`config.mk`:
```
export PLATFORM = sky130hd
export DESIGN_NAME = can_ifs_seq
export DESIGN_NICKNAME = d
export VERILOG_FILES = /design/src/rtl/ifs_pkg.sv /design/src/rtl/ifs_field_cnt.sv /design/src/rtl/ifs_ovl_limit.sv /design/src/rtl/ifs_decide.sv /design/src/rtl/can_ifs_seq.sv
export SDC_FILE = /design/constraint.sdc
export NUM_CORES = 1
export LEC_CHECK = 0
export ABC_AREA = 1
export BUFFER_PORTS_ARGS = -buffer_cell sky130_fd_sc_hd__buf_4
export CAP_MARGIN = 30
export CORE_AREA = 2 2 46 48
export CTS_CLUSTER_SIZE = 24
export DETAILED_ROUTE_END_ITERATION = 10
export DIE_AREA = 0 0 48 50
export GPL_TIMING_DRIVEN = 0
export PLACE_DENSITY = 0.81
export SYNTH_ARGS = -nofsm -noshare
export SYNTH_HDL_FRONTEND = slang
export SYNTH_SLANG_ARGS = --single-unit
```
`constraint.sdc`:
```
create_clock -name clk -period 2.3 [get_ports clk]
set_input_delay 0.115 -clock clk [delete_from_list [all_inputs] [get_ports clk]]
set_output_delay 0.115 -clock clk [all_outputs]
set_load 0.02 [all_outputs]
```
`src/rtl/ifs_pkg.sv`:
```
// Shared types for the interframe / overload sequencer.
package ifs_pkg;
    typedef enum logic [2:0] {
        ST_IDLE,
        ST_FRAME,
        ST_INTERM,
        ST_SUSPEND,
        ST_OFLAG,
        ST_OWAIT,
        ST_ODELIM
    } ifs_state_e;
endpackage

```
`src/rtl/ifs_field_cnt.sv`:
```
// Bit counter within the current field.
// Assumes: clr is high when the field changes; the count saturates at all ones.
module ifs_field_cnt #(
    parameter int W = 4
) (
    input  logic         clk,
    input  logic         rst_n,
    input  logic         stb,
    input  logic         clr,
    output logic [W-1:0] cnt
);
    // Count strobes; restart at zero whenever a new field begins.
    always_ff @(posedge clk) begin
        if (!rst_n)
            cnt <= '0;
        else if (stb) begin
            if (clr)
                cnt <= '0;
            else if (cnt != {W{1'b1}})
                cnt <= cnt + 1'b1;
        end
    end
endmodule

```
`src/rtl/ifs_ovl_limit.sv`:
```
// Counts overload frames started since the last start of frame and grants new ones.
// Assumes: start and clear are never high on the same strobe.
module ifs_ovl_limit #(
    parameter int MAX_OVL = 2,
    parameter int W       = 2
) (
    input  logic clk,
    input  logic rst_n,
    input  logic stb,
    input  logic start,
    input  logic clear,
    output logic ok
);
    localparam logic [W-1:0] MAX_V = W'(MAX_OVL);

    logic [W-1:0] used;

    // Track overload frames already used; a start of frame frees the allowance.
    always_ff @(posedge clk) begin
        if (!rst_n)
            used <= '0;
        else if (stb) begin
            if (clear)
                used <= '0;
            else if (start && used < MAX_V)
                used <= used + 1'b1;
        end
    end

    // A new overload frame is allowed while the allowance is not used up.
    always_comb ok = (used < MAX_V);
endmodule

```
`src/rtl/ifs_decide.sv`:
```
// Next-state decision for one sampled bit.
// Assumes: cnt is the 0-based bit index within the current field.
module ifs_decide
    import ifs_pkg::*;
#(
    parameter int INTERM_BITS = 3,
    parameter int SUSP_BITS   = 8,
    parameter int FLAG_BITS   = 6,
    parameter int DELIM_BITS  = 8,
    parameter int CNT_W       = 4
) (
    input  ifs_state_e       state,
    input  logic [CNT_W-1:0] cnt,
    input  logic             rx_bit,
    input  logic             eof_end,
    input  logic             errdel_last,
    input  logic             rx_not_ready,
    input  logic             err_passive,
    input  logic             was_tx,
    input  logic             ovl_ok,
    output ifs_state_e       nxt,
    output logic             sof_set,
    output logic             einc_set,
    output logic             ovl_start
);
    localparam logic [CNT_W-1:0] INT_LAST  = CNT_W'(INTERM_BITS - 1);
    localparam logic [CNT_W-1:0] SUSP_LAST = CNT_W'(SUSP_BITS - 1);
    localparam logic [CNT_W-1:0] FLAG_LAST = CNT_W'(FLAG_BITS - 1);
    // The first delimiter bit is consumed while leaving the wait state.
    localparam logic [CNT_W-1:0] DEL_LAST  = CNT_W'(DELIM_BITS - 2);

    logic field_end;   // a frame or a delimiter ends on this sample
    logic dlm_end;     // that end is a delimiter's eighth bit
    logic dom;

    // Decide where the sampled bit takes the sequencer.
    always_comb begin
        nxt       = state;
        sof_set   = 1'b0;
        einc_set  = 1'b0;
        ovl_start = 1'b0;
        field_end = 1'b0;
        dlm_end   = 1'b0;
        dom       = !rx_bit;
        unique case (state)
            ST_IDLE: begin
                if (dom) begin
                    sof_set = 1'b1;
                    nxt     = ST_FRAME;
                end
            end
            ST_FRAME: begin
                field_end = eof_end || errdel_last;
                dlm_end   = errdel_last;
            end
            ST_INTERM: begin
                if (dom) begin
                    if (cnt == INT_LAST) begin
                        sof_set = 1'b1;
                        nxt     = ST_FRAME;
                    end else if (ovl_ok) begin
                        ovl_start = 1'b1;
                        nxt       = ST_OFLAG;
                    end
                end else if (cnt == INT_LAST) begin
                    nxt = (err_passive && was_tx) ? ST_SUSPEND : ST_IDLE;
                end
            end
            ST_SUSPEND: begin
                if (dom) begin
                    sof_set = 1'b1;
                    nxt     = ST_FRAME;
                end else if (cnt == SUSP_LAST) begin
                    nxt = ST_IDLE;
                end
            end
            ST_OFLAG: begin
                if (cnt == FLAG_LAST)
                    nxt = ST_OWAIT;
            end
            ST_OWAIT: begin
                if (rx_bit)
                    nxt = ST_ODELIM;
            end
            ST_ODELIM: begin
                field_end = (cnt == DEL_LAST);
                dlm_end   = field_end;
            end
            default: nxt = ST_IDLE;
        endcase
        // Common handling at the end of a frame or a delimiter.
        if (field_end) begin
            if (dlm_end && dom)
                einc_set = 1'b1;
            if (ovl_ok && (rx_not_ready || (dlm_end && dom))) begin
                ovl_start = 1'b1;
                nxt       = ST_OFLAG;
            end else begin
                nxt = ST_INTERM;
            end
        end
    end
endmodule

```
`src/rtl/can_ifs_seq.sv`:
```
// Interframe / overload sequencer: top level.
// Assumes: bit_stb pulses one clock per bit time; frame engine markers are valid with it.
module can_ifs_seq
    import ifs_pkg::*;
#(
    parameter int INTERM_BITS = 3,
    parameter int SUSP_BITS   = 8,
    parameter int FLAG_BITS   = 6,
    parameter int DELIM_BITS  = 8,
    parameter int MAX_OVL     = 2
) (
    input  logic clk,
    input  logic rst_n,
    input  logic bit_stb,
    input  logic rx_bit,
    input  logic eof_end,
    input  logic errdel_last,
    input  logic rx_not_ready,
    input  logic err_passive,
    input  logic was_tx,
    output logic tx_bit,
    output logic sof,
    output logic bus_idle,
    output logic ovl_active,
    output logic err_inc
);
    localparam int LONG12 = (SUSP_BITS > DELIM_BITS) ? SUSP_BITS : DELIM_BITS;
    localparam int LONG34 = (FLAG_BITS > INTERM_BITS) ? FLAG_BITS : INTERM_BITS;
    localparam int LONGEST = (LONG12 > LONG34) ? LONG12 : LONG34;
    localparam int CNT_W = $clog2(LONGEST + 1);
    localparam int OVL_W = $clog2(MAX_OVL + 1);

    ifs_state_e       state, nxt;
    logic [CNT_W-1:0] cnt;
    logic             sof_set, einc_set, ovl_start, ovl_ok;

    ifs_field_cnt #(.W(CNT_W)) u_cnt (
        .clk   (clk),
        .rst_n (rst_n),
        .stb   (bit_stb),
        .clr   (nxt != state),
        .cnt   (cnt)
    );

    ifs_ovl_limit #(.MAX_OVL(MAX_OVL), .W(OVL_W)) u_lim (
        .clk   (clk),
        .rst_n (rst_n),
        .stb   (bit_stb),
        .start (ovl_start),
        .clear (sof_set),
        .ok    (ovl_ok)
    );

    ifs_decide #(
        .INTERM_BITS (INTERM_BITS),
        .SUSP_BITS   (SUSP_BITS),
        .FLAG_BITS   (FLAG_BITS),
        .DELIM_BITS  (DELIM_BITS),
        .CNT_W       (CNT_W)
    ) u_dec (
        .state        (state),
        .cnt          (cnt),
        .rx_bit       (rx_bit),
        .eof_end      (eof_end),
        .errdel_last  (errdel_last),
        .rx_not_ready (rx_not_ready),
        .err_passive  (err_passive),
        .was_tx       (was_tx),
        .ovl_ok       (ovl_ok),
        .nxt          (nxt),
        .sof_set      (sof_set),
        .einc_set     (einc_set),
        .ovl_start    (ovl_start)
    );

    // Advance the field state on each strobe.
    always_ff @(posedge clk) begin
        if (!rst_n)
            state <= ST_IDLE;
        else if (bit_stb)
            state <= nxt;
    end

    // One-clock event pulses aligned with the state update.
    always_ff @(posedge clk) begin
        if (!rst_n) begin
            sof     <= 1'b0;
            err_inc <= 1'b0;
        end else begin
            sof     <= bit_stb && sof_set;
            err_inc <= bit_stb && einc_set;
        end
    end

    // Status and transmit level decoded from the state.
    always_comb begin
        tx_bit     = (state != ST_OFLAG);
        bus_idle   = (state == ST_IDLE);
        ovl_active = (state == ST_OFLAG) || (state == ST_OWAIT) || (state == ST_ODELIM);
    end
endmodule

```
# == Word-level counts from Yosys, hierarchy flattened ==
# Cells that the tools add are included.
# W data, S select, Z words.
# op_classes
order_cmp,1
n_eq_ne,13
n_mux,31
add_sub_neg,2
reduce_logical,18
# ops
cell,count
$mux W3,11
$pmux W3 S6,1
$eq A4 B3 Y1 const B,3
$mux W1,11
$eq A3 B3 Y1 const B,3
$mux W4,2
$eq A3 B2 Y1 const B,2
$logic_and A1 B1 Y1,6
$mux W2,3
$pmux W1 S2,3
$add A4 B1 Y4 const B,1
$eq A4 B2 Y1 const B,1
$logic_or A1 B1 Y1,4
$ne A4 B4 Y1 const B,1
$reduce_and A2 Y1,2
$reduce_bool A2 Y1,2
$reduce_or A2 Y1,2
$eq A3 B1 Y1 const B,1
$logic_not A3 Y1,1
$ne A3 B3 Y1,1
$ne A3 B3 Y1 const B,1
$add A2 B1 Y2 const B,1
$lt A2 B2 Y1 const B,1
$logic_not A1 Y1,1
# word_totals
ff_bits,11
in_bits,9
wordCells,70
output_inout_bits,5

# == Longest topological paths before layout ==
# logic_depth
word_depth,10
mapped_depth,19
depth_no_buf,19

# == Hierarchy ==
# A second synthesis with hierarchy kept.
# unflattened
hier_cells,158
area_unflattened_um2,880.8
# modules_own_cells
module,cells_each,seq_area_each_um2,instances,area_each_um2
ifs_decide,75,0.0,1,329.1
ifs_field_cnt,35,80.1,1,230.2
can_ifs_seq,32,100.1,1,221.5
ifs_ovl_limit,16,40.0,1,100.1

# == Worst setup path before layout ==
# No wires, ideal clock.
# synth_path
path_type,register -> register
startpoint,reg state[2]
endpoint,reg u_cnt.cnt[2]
required_ps,2187
arrival_ps,1609
path_slack_ps,578
synth_period_minus_slack_ps,1722
setup_ps,113
path_buffers,1
path_stages_with_launch,13
cell_sequence,dfxtp_1 -> buf_4 -> inv_2 -> a21oi_1 -> nor2_1 -> nand2_2 -> nand3_2 -> nand2_4 -> nand4_4 -> nand2_2 -> nand2_1 -> nand2_1 -> nor2_1
# synth_between
elab_chain_cells,10
elab_cells_between_ends,29
cone_classes,eq/ne: 7; mux: 15; reduce/logical: 7
# synth_rtl
item,line,source
from (decl),can_ifs_seq.sv:33,"ifs_state_e state, nxt;"
from (signal assigned),can_ifs_seq.sv:81,state <= nxt;
$eq A3 B3 Y1 or $eq A3 B1 Y1 (tied branches),ifs_decide.sv:45,unique case (state)
$pmux W1 S2,ifs_decide.sv:45,
$logic_and A1 B1 Y1,ifs_decide.sv:95,if (ovl_ok && (rx_not_ready || (dlm_end && dom))) begin
$logic_or A1 B1 Y1,ifs_decide.sv:95,
$logic_and A1 B1 Y1,ifs_decide.sv:95,
$mux W3,ifs_decide.sv:95,
$mux W3,ifs_decide.sv:92,if (field_end) begin
$ne A3 B3 Y1 (*),can_ifs_seq.sv:41,".clr (nxt != state),"
$reduce_bool A2 Y1 (no source line),n/a,
$reduce_and A2 Y1 (no source line),n/a,
to (signal assigned),ifs_field_cnt.sv:20,cnt <= cnt + 1'b1;
to (decl),ifs_field_cnt.sv:10,output logic [W-1:0] cnt
# Every way passes the cells marked *; elsewhere a longest branch is shown, timed or not.
# A chain may end at the register's enable or synchronous reset.

# == Worst setup path in the final report ==
# layout_path
startpoint,reg u_cnt.cnt[1]
endpoint,reg u_cnt.cnt[2]
# layout_between
elab_chain_cells,10
elab_cells_between_ends,25
cone_classes,add/sub: 1; eq/ne: 6; mux: 13; reduce/logical: 5
# layout_rtl
item,line,source
$eq A4 B3 Y1,ifs_decide.sv:86,field_end = (cnt == DEL_LAST);
$pmux W1 S2,ifs_decide.sv:45,
$logic_and A1 B1 Y1,ifs_decide.sv:95,
$logic_or A1 B1 Y1,ifs_decide.sv:95,
$logic_and A1 B1 Y1,ifs_decide.sv:95,
$mux W3,ifs_decide.sv:95,
$mux W3,ifs_decide.sv:92,
$ne A3 B3 Y1,can_ifs_seq.sv:41,
$reduce_bool A2 Y1 (no source line),n/a,
$reduce_and A2 Y1 (no source line),n/a,
# Parallel ways exist; a longest one is shown, timed or not. The select of a mux whose other input is x is not followed.

==> metrics.txt <==
Slew Limit Fails 0; Hold Buf Count CTS 0; die height 50 µm; Avg Cell Area, Syn 6.864 µm²; Final Hold Viols 0; Worst setup SP type flip-flop; Hold Crit Depth 3; reg2reg setup slack 0.31 ns; Synth cell types 28; gp weighted congestion a little over 0.8; DP HPWL approximately 1700 µm; final net count 174; Via Count 920; Crit. End Element flip-flop; global-route wire length before repair 3505 µm; worst hold start rst_n; post-CTS sizing 0; asr flop ratio synth 0; largest cells by area after synthesis dfxtp_1 (22%), nand2_2 (8.9%), nand2_1 (7.2%); Syn-to-layout area delta 15.95%; grt ovf 0; min Tclk post-route ~2 ns; postcts setup bufs 0; Chip Width 48 µm; MaxCap Viol Count 0; WL/cell 10.65 µm; clk_skew ~0.0083 ns; Clock Latency Late Sink 0.27 ns; RSZ-0062 raised after global routing false; Cells after Synth around 140; Arr. time, crit path 2.16 ns; core area 0.001902 mm²; Site Rows 16; number of flops mapped to enable cells by yosys 0; leakage power 0.0005219 µW; count leader, synth nand2_1; #FFs+latches synth 11; initial antenna violation count 0; Worst VDD drop 318.2 µV; run status finished clean; Setup TNS Final 0 ns; Commonest cells post-synth nand2_1 (19), nor2_1 (18), inv_1 (16); clk root buf clkbuf_4; I/O pins 14; CTS tree built; largest net degree at the start of global routing 11; ANT cells 0; FF-to-FF Start u_cnt.cnt[1]; CTS clk-pin slew, worst paths 0.08 ns; worst slew pin tran just over 0.4 ns; CP Max Fanout 5; Synth area leader dfxtp_1; Pwr per Cell Area 506.1 mW/mm²; r2r endpoint u_cnt.cnt[2]; net count after synthesis 156; post-synth top area share 0.2228; Vias/cell about 4.9; final core utilization 0.6026; slew margin rel. 0.7279; drt drc 0; Tcrit/Tclk final 0.8637; # setup viols final 0; Seq/Total Area, Yosys 0.2228; buffers added on ports 13; Overall Global Routing Usage 0.2048; Reg2Reg Depth 14; Worst EP required 2.48 ns; WL final 2002 µm; die area 0.002400 mm²; Hold WC Path Type in2reg; vias in the first global route ~850; Mapped Area 988.4 µm²; ANT nets after route 0; First-pass DRT Iterations 5; Initial Utilization 0.5197; drt first-iter violations 15; Max Root-Sink Buffers 2; CTS buffer count 3; critical path type reg2reg; Hold EP u_cnt.cnt[1]; H-tree depth 1; synth warn 0; Max Clk Rate 503.4 MHz; prevailing post-synth register cell dfxtp_1; number of clock sinks 11; fraction of layout cells with a size suffix above 1 0.3292
where the power goes:
part | internal, µW | leakage, µW | total [µW] | switching (µW)
Sequential | 204 | 0.0000902 | 216 | 12.0
Clock | 67.2 | 0.0000150 | 135 | 67.8
Combinational | 85.6 | 0.000417 | 229 | 144
final cells by class:
cell class | count | area [µm²]
plain buffers | 4 | 41.29
flip-flops and latches | 11 | 220.2
multi-input cells | 109 | 649.4
repair buffers | 13 | 97.59
fillers | 179 | 755.7
well taps | 27 | 33.78
inverters | 20 | 77.57
clock buffers | 4 | 26.28
logic make-up (layout without fill, tap and decap cells):
| kind of cell | count (synthesis) | after routing | share of synthesized area |
|---|---|---|---|
| DFF | 11 | 11 | 0.2228 |
| and+or+nand+nor | 85 | 85 | 0.4949 |
| xor gates and xnor gates | 2 | 2 | 0.01772 |
| adders and majority gates | 3 | 3 | 0.03798 |
| buffers and inverters | 24 | 41 | 0.1203 |
| AOI/OAI and AO/OA | 19 | 19 | 0.1063 |
cell usage in the layout (no fill, tap or decap), types with 2 or more instances in the layout:
master,count
nand2_1,19
nor2_1,18
inv_1,16
buf_4,14
nand2_2,14
nand3_1,13
dfxtp_1,11
a21oi_1,9
nand2_4,6
o21ai_0,4
buf_6,3
nor3_1,3
inv_2,3
nand4_1,3
ha_1,3
clkbuf_4,3
nor2_4,2
o21ai_1,2
nor2_2,2
nor3_2,2
nand3_2,2
worst max-delay path: stages (launching register included):
cell,delay (ns)
dfxtp_1,0.41
ha_1,0.18
inv_1,0.06
nor3_2,0.27
nand2_1,0.12
nand3_1,0.10
nand4_1,0.12
nand2_1,0.11
nand2_1,0.09
nand2_4,0.10
nand4_4,0.12
nand2_2,0.09
nand2_1,0.05
nand2_1,0.05
nor2_1,0.04
routing by layer:
| layer | global-route usage | vias up | wire length (µm) |
|---|---|---|---|
| li1 | - | 503 | - |
| met1 | 0.2550 | 400 | 874 |
| met2 | 0.3289 | 15 | 1026 |
| met3 | 0.06593 | 2 | 86 |
| met4 | 0.05405 | 0 | 15 |
| met5 | 0 | - | 0 |
how the worst max path moves through the flow:
stage / start / endpoint / depth (start not counted)
floorplan: state[2] / u_cnt.cnt[2] / 12
global placement: u_cnt.cnt[0] / u_cnt.cnt[2] / 15
detailed placement: u_cnt.cnt[1] / u_cnt.cnt[2] / 14
CTS: u_cnt.cnt[1] / u_cnt.cnt[2] / 14
global route: u_cnt.cnt[1] / u_cnt.cnt[2] / 14
finish: u_cnt.cnt[1] / u_cnt.cnt[2] / 14
sequential cells by signal, summed over array words and instances (netlist names):
register    cells
state           3
sof             1
u_lim.used      2
u_cnt.cnt       4
err_inc         1
metrics by stage:
stage / power [µW] / area (µm²) / cells / setup slack [ns] / hold WS [ns]
2_1_floorplan: 397.5 / 988.4 / 144 / 0.5779 / 0.2354
3_3_place_gp: 442.3 / 1120 / 184 / 0.3982 / 0.3990
3_5_place_dp: 449.9 / 1120 / 184 / 0.3383 / 0.4037
4_1_cts: 588.3 / 1146 / 188 / 0.3291 / 0.1019
5_1_grt: 626.7 / 1146 / 188 / 0.09103 / 0.1078
6_report: 580.1 / 1146 / 188 / 0.3136 / 0.1109
Power figures use the tool's default switching activity.
